`config.mk`:
```
export PLATFORM = sky130hd
export DESIGN_NAME = cc_alu
export DESIGN_NICKNAME = d
export VERILOG_FILES = /design/src/rtl/cc_alu_pkg.sv /design/src/rtl/cc_alu_arith.sv /design/src/rtl/cc_alu_flags.sv /design/src/rtl/cc_alu_test.sv /design/src/rtl/cc_alu.sv
export SDC_FILE = /design/constraint.sdc
export NUM_CORES = 1
export LEC_CHECK = 0
export BUFFER_PORTS_ARGS = -buffer_cell sky130_fd_sc_hd__buf_4
export CAP_MARGIN = 25
export CORE_MARGIN = 2
export CORE_UTILIZATION = 35
export CTS_BUF_LIST = sky130_fd_sc_hd__clkbuf_8
export CTS_CLUSTER_SIZE = 24
export DETAILED_ROUTE_END_ITERATION = 10
export PLACE_DENSITY = 0.59
export SYNTH_ARGS = -nofsm -noshare
export SYNTH_HDL_FRONTEND = slang
export SYNTH_SLANG_ARGS = --single-unit
```
`constraint.sdc`:
```
create_clock -name clk -period 5.35 [get_ports clk]
set_clock_uncertainty 0.15 [all_clocks]
set_input_delay 1.07 -clock clk [delete_from_list [all_inputs] [get_ports clk]]
set_output_delay 1.07 -clock clk [all_outputs]
set_load 0.005 [all_outputs]
```
`src/rtl/cc_alu_pkg.sv`:
```
`timescale 1ns/1ps
package cc_alu_pkg;
  localparam int FN_W      = 4;
  localparam int NUM_OPS   = 4;
  localparam int NUM_TESTS = 7;

  typedef enum logic [FN_W-1:0] {
    OP_ADD = 4'd0,
    OP_SUB = 4'd1,
    OP_AND = 4'd2,
    OP_XOR = 4'd3
  } alu_op_e;

  typedef enum logic [FN_W-1:0] {
    TST_ALWAYS = 4'd0,
    TST_LE     = 4'd1,
    TST_LT     = 4'd2,
    TST_EQ     = 4'd3,
    TST_NE     = 4'd4,
    TST_GE     = 4'd5,
    TST_GT     = 4'd6
  } test_e;

  typedef struct packed {
    logic z;
    logic s;
    logic o;
  } flags_t;

  localparam flags_t FLAGS_RESET = '{z: 1'b1, s: 1'b0, o: 1'b0};
endpackage

```
`src/rtl/cc_alu_arith.sv`:
```
`timescale 1ns/1ps
module cc_alu_arith
  import cc_alu_pkg::*;
#(
  parameter int WIDTH = 32
) (
  input  logic [FN_W-1:0]  fn,
  input  logic [WIDTH-1:0] a,
  input  logic [WIDTH-1:0] b,
  output logic [WIDTH-1:0] res,
  output flags_t           nxt,
  output logic             bad
);
  localparam int MSB = WIDTH - 1;

  logic [WIDTH-1:0] sum;
  logic [WIDTH-1:0] diff;
  logic             ovf;

  assign sum  = a + b;
  assign diff = b - a;

  always_comb begin
    res = '0;
    ovf = 1'b0;
    bad = 1'b0;
    case (fn)
      OP_ADD: begin
        res = sum;
        ovf = (a[MSB] == b[MSB]) && (sum[MSB] != a[MSB]);
      end
      OP_SUB: begin
        res = diff;
        ovf = (a[MSB] != b[MSB]) && (diff[MSB] != b[MSB]);
      end
      OP_AND: res = a & b;
      OP_XOR: res = a ^ b;
      default: bad = 1'b1;
    endcase
  end

  assign nxt.z = (res == '0);
  assign nxt.s = res[MSB];
  assign nxt.o = ovf;
endmodule

```
`src/rtl/cc_alu_flags.sv`:
```
`timescale 1ns/1ps
module cc_alu_flags
  import cc_alu_pkg::*;
(
  input  logic   clk,
  input  logic   rst,
  input  logic   load,
  input  flags_t d,
  output flags_t q
);
  always_ff @(posedge clk) begin
    if (rst) begin
      q <= FLAGS_RESET;
    end else if (load) begin
      q <= d;
    end
  end
endmodule

```
`src/rtl/cc_alu_test.sv`:
```
`timescale 1ns/1ps
module cc_alu_test
  import cc_alu_pkg::*;
(
  input  logic [FN_W-1:0] fn,
  input  flags_t          f,
  output logic            pass,
  output logic            bad
);
  localparam int SEL_W = $clog2(NUM_TESTS);

  logic                 lt;
  logic [NUM_TESTS-1:0] hit;

  assign lt = f.s ^ f.o;

  for (genvar i = 0; i < NUM_TESTS; i++) begin : g_test
    if (i == int'(TST_ALWAYS)) begin : g_always
      assign hit[i] = 1'b1;
    end else if (i == int'(TST_LE)) begin : g_le
      assign hit[i] = lt | f.z;
    end else if (i == int'(TST_LT)) begin : g_lt
      assign hit[i] = lt;
    end else if (i == int'(TST_EQ)) begin : g_eq
      assign hit[i] = f.z;
    end else if (i == int'(TST_NE)) begin : g_ne
      assign hit[i] = ~f.z;
    end else if (i == int'(TST_GE)) begin : g_ge
      assign hit[i] = ~lt;
    end else begin : g_gt
      assign hit[i] = ~lt & ~f.z;
    end
  end

  assign bad  = (fn >= FN_W'(NUM_TESTS));
  assign pass = bad ? 1'b0 : hit[fn[SEL_W-1:0]];
endmodule

```
`src/rtl/cc_alu.sv`:
```
`timescale 1ns/1ps
module cc_alu
  import cc_alu_pkg::*;
#(
  parameter int WIDTH = 32
) (
  input  logic             clk,
  input  logic             rst,
  input  logic [3:0]       op_fn,
  input  logic [WIDTH-1:0] opnd_a,
  input  logic [WIDTH-1:0] opnd_b,
  input  logic             flag_we,
  input  logic [3:0]       cond_fn,
  output logic [WIDTH-1:0] result,
  output logic             zf,
  output logic             sf,
  output logic             of,
  output logic             cond_true,
  output logic             op_bad,
  output logic             cond_bad
);
  flags_t nxt_flags;
  flags_t cur_flags;

  cc_alu_arith #(.WIDTH(WIDTH)) arith_i (
    .fn  (op_fn),
    .a   (opnd_a),
    .b   (opnd_b),
    .res (result),
    .nxt (nxt_flags),
    .bad (op_bad)
  );

  cc_alu_flags flags_i (
    .clk  (clk),
    .rst  (rst),
    .load (flag_we & ~op_bad),
    .d    (nxt_flags),
    .q    (cur_flags)
  );

  cc_alu_test test_i (
    .fn   (cond_fn),
    .f    (cur_flags),
    .pass (cond_true),
    .bad  (cond_bad)
  );

  assign zf = cur_flags.z;
  assign sf = cur_flags.s;
  assign of = cur_flags.o;
endmodule

```
==> summary.md <==
The number of nets produced by synthesis was 975. The logs give 1614 for the number of filler cells placed in the layout and 6820 sq um for the post-route cell area. The logs give 3.13 nW for the leakage power and 6490 for the via count of the first global-routing pass. Final number of max-transition violations: 0. TritonCTS built the clock tree. For this run, the register share of the synthesized area comes to 1.13%. During synthesis, Yosys emitted a total of 0 warnings.

At the placement stage, the worst setup path has a slack of -0.0655 ns. After synthesis, the most frequently instantiated cells are nand2_1, nor2_1, a21oi_1, inv_1, ha_1. The clock transition at the registers of the reported paths was 0.03 ns. STA classifies the critical path startpoint as an input port. From synthesis to final layout, the design area changed by 28.2%. The H-tree level count was 1; the number of buffers inserted during clock tree synthesis was 3. Once the floorplan was initialized, standard cells occupied 35.4% of the core.

The floorplan step defined a core boundary enclosing 15000 sq um. The tools report the count of unique library cells instantiated by Yosys as 77. After detailed routing, the number of remaining DRC violations is 0.

Routability-driven placement finished with a final weighted congestion of 1.00. At the worst endpoint, the arrival time is 3.98 ns. Yosys instantiated no cell more often than nand2_1. For this design the top-level I/O count stands at 113. The transition time of the tightest slew-check pin is 0.919 ns. The initial antenna violation count was 0; the share of synthesized cell area in and, or, nand and nor gates was 29.4%. The tools report the synthesized instance count as 834. The share of final-layout standard cells stronger than drive strength 1 was 22.8%; the critical path data required time was 4.13 ns. Die area: 16200 sq um. After synthesis, the largest family of logic cells by area is compound AO/OA/AOI/OAI gates. The number of placed cells counting well taps was 1154. After detailed routing, the average wire length per cell comes to 19.5 um. After floorplanning, the core was divided into 45 placement rows.

The final antenna diode count was 0; the achievable clock frequency was 0.192 GHz. The run gives 1112 as the number of nets in the layout. The shortest period the worst path allows came out at 5.20 ns. The global routing usage summed across all routing layers came out at 26.3%.

In this design, the largest share of critical-path delay is due to compound AO/OA/AOI/OAI gates. The detailed router used layers up to and including met4. In this run, the number of DRC markers left after iteration 0 of detailed routing was 797. Measured along the x axis, the die boundary spans 127 um. The post-synthesis adder-cell area fraction is 15.8%. Die height: 127 um.

In the synthesized netlist the dominant register cell turns out to be dfxtp_1. Counting every sink on the clock net gives 3. After layout, the worst setup slack is 0.153 ns. The largest incremental delay on the critical path works out to 0.52 ns.

The final clock period utilization by the worst path is 97.1%, and the buffers inserted during post-CTS setup optimization is 0. Across the VDD grid, the largest voltage drop is 0.0000476 V. The run gives 0.22 ns as the clock latency at the later pin of the worst-skew pair.

Traced cell by cell, the critical path runs through buf_4 > ha_2 > inv_1 > fa_1 > o21bai_1 > a211oi_2 > o31ai_2 > o21bai_1 > a31o_2 > or4_1 > and2_1 > o22ai_2 > buf_4. For the total standard cell area after synthesis, the log shows 5320 sq um. The worst-path maximum fanout is 5, and the average cell area after synthesis is 6.38 sq um. The number of buffer and inverter stages on the critical path is 3, and the number of standard cells in the layout, taps in and fillers out is 1158.

Summed over all nets, wire length on met2 after detailed routing comes to 9690 um. The flip-flop and latch count after synthesis was 3. Aggregate global routing overflow: 0.

The worst setup path is captured at an output pin. Slowest cell on the critical path: or4_1. Counting along the longest clock path gives a buffer depth of 2. In the detailed route, the total length drawn on met3 is 2080 um. The post-synthesis share of cell area spent on xor and xnor gates is 1.98%, and the number of setup violations in the final report is 0. Final hold violation count: 0.

The mux cell area share after synthesis is 3.22%, and the wire length of the first global-routing pass is 34700 um. The biggest area contributor in the post-synthesis netlist is ha_1. The final layout contains routed wiring with a total length of 22500 um.

The number of flip-flops in the largest register is 3, and the share of Yosys cell area claimed by the top area cell type is 15.1%. Number of I/O port buffers: 112. The kind of critical path was input port to output pin. The min-delay analysis places its worst path in the category flip-flop to flip-flop. Hold repair after CTS inserted 0 buffers.

The run finished with clean final reports. Detailed placement ended at an HPWL of 18200 um. The tool flagged a number of max-cap violations equal to 0. Entering global routing, the biggest net connects 29 pins.

The met1 wire length is 9960 um, and the number of enable flip-flop cells after synthesis is 0. For the via total after detailed routing, the log shows 7185. The largest register by flop count was flags_i.q. In this run the remaining antenna-violating nets after routing total 0.

The number of vias per cell after detailed routing came out at 6.20. The run gives 7 as the number of iterations in the first detailed-routing pass. The headroom to the max-slew limit came out at 38.7%. Sorting the synthesized cells by area gives the leading types as ha_1, a21oi_1, nand2_1, nor2_1, o21ai_0. Once placement finished, the instance area stood at 6700 sq um. Of all flip-flops after synthesis, the portion carrying an async set or reset was 0%.

CTS placed an instance of clkbuf_8 at the clock tree root. Power spread over the standard cell area amounts to 121 nW/um^2. Summing the areas of all compound-gate instances in the mapped netlist gives 40.5% of the synthesized area.

The largest registers in the layout are flags_i.q x3.
-- area by class of cell --
cell class	instances	area (sq um)	area share, %
Sequential cell	3	60.1	0.881
Multi-Input combinational cell	721	4910	72.1
Timing Repair Buffer	175	1310	19.3
Clock inverter	1	3.75	0.0550
Clock buffer	3	41.3	0.605
Inverter	67	251	3.69
Tap cell	188	235	3.45
-- layout by cell type, fill, tap and decap left out, types with 10 or more instances in the layout --
cell	Yosys	final
ha_1	64	62
a21o_1	21	21
buf_4	1	175
nand3_1	13	13
a31oi_1	13	13
nand4_1	11	11
o21a_1	11	11
xnor2_1	11	11
nand2b_1	12	12
nor2b_1	18	17
mux2i_1	10	10
nor3_1	30	30
o211ai_1	18	18
o21bai_1	11	11
nor2_1	80	80
or3_1	16	15
inv_1	65	66
o21ai_0	49	48
nand2_1	81	81
a21oi_1	72	71
-- worst min-delay path: stages, from the launching register on --
cell	delay (ns)
dfxtp_1	0.32
nand2_1	0.06
a21oi_1	0.05
-- layer usage --
metal | vias to the layer above | GRT usage, %
li1 | 3380 | -
met5 | - | 0
met4 | 0 | 7.89
met2 | 419 | 40.9
met3 | 79 | 3.56
met1 | 3307 | 37.6
-- path summary, 6_finish.rpt --
kind,from,end,slack [ns],depth (start not counted)
worst max register to register,flags_i.q[2]$_SDFFE_PP1P_,flags_i.q[2]$_SDFFE_PP1P_,4.55,2
worst min-delay path,flags_i.q[1]$_SDFFE_PP0P_,flags_i.q[1]$_SDFFE_PP0P_,0.34,2
worst min register to register,flags_i.q[1]$_SDFFE_PP0P_,flags_i.q[1]$_SDFFE_PP0P_,0.34,2
worst max-delay path,opnd_a[0],result[30],0.15,13
-- where the power goes --
| part | internal [W] | switching, W | total [W] |
|---|---|---|---|
| logic | 0.000305 | 0.000428 | 0.000733 |
| clock network | 0.0000490 | 0.0000163 | 0.0000652 |
| registers | 0.0000234 | 0.000000908 | 0.0000243 |
| total | 0.000377 | 0.000445 | 0.000823 |
-- repair_timing --
item | CTS | global route
pin swaps | 0 | 5
cloned | 0 | 0
endpoints found under the setup margin | 2 | 9
resized for setup | 2 | 18
-- cell families (layout without fill, tap and decap cells) --
family / count (synthesis) / after routing
flops: 3 / 3
simple gates: 316 / 316
compound gates: 312 / 312
fa+ha+maj: 66 / 66
mux: 15 / 15
xor+xnor: 12 / 12
buf+inv: 110 / 246
-- through the flow --
stage          TNS [ns]  hold WS (ns)  power [W]  utilization, %
2_1_floorplan         0         0.321   0.000447               -
3_5_place_dp     -0.105         0.332   0.000728            44.6
4_1_cts               0         0.339   0.000799            44.9
6_report              0         0.338   0.000823            45.4
5_1_grt        -0.00429         0.350   0.000882            45.4
3_3_place_gp          0         0.323   0.000733            44.6
Note: power is estimated with default switching activity, not from simulation.
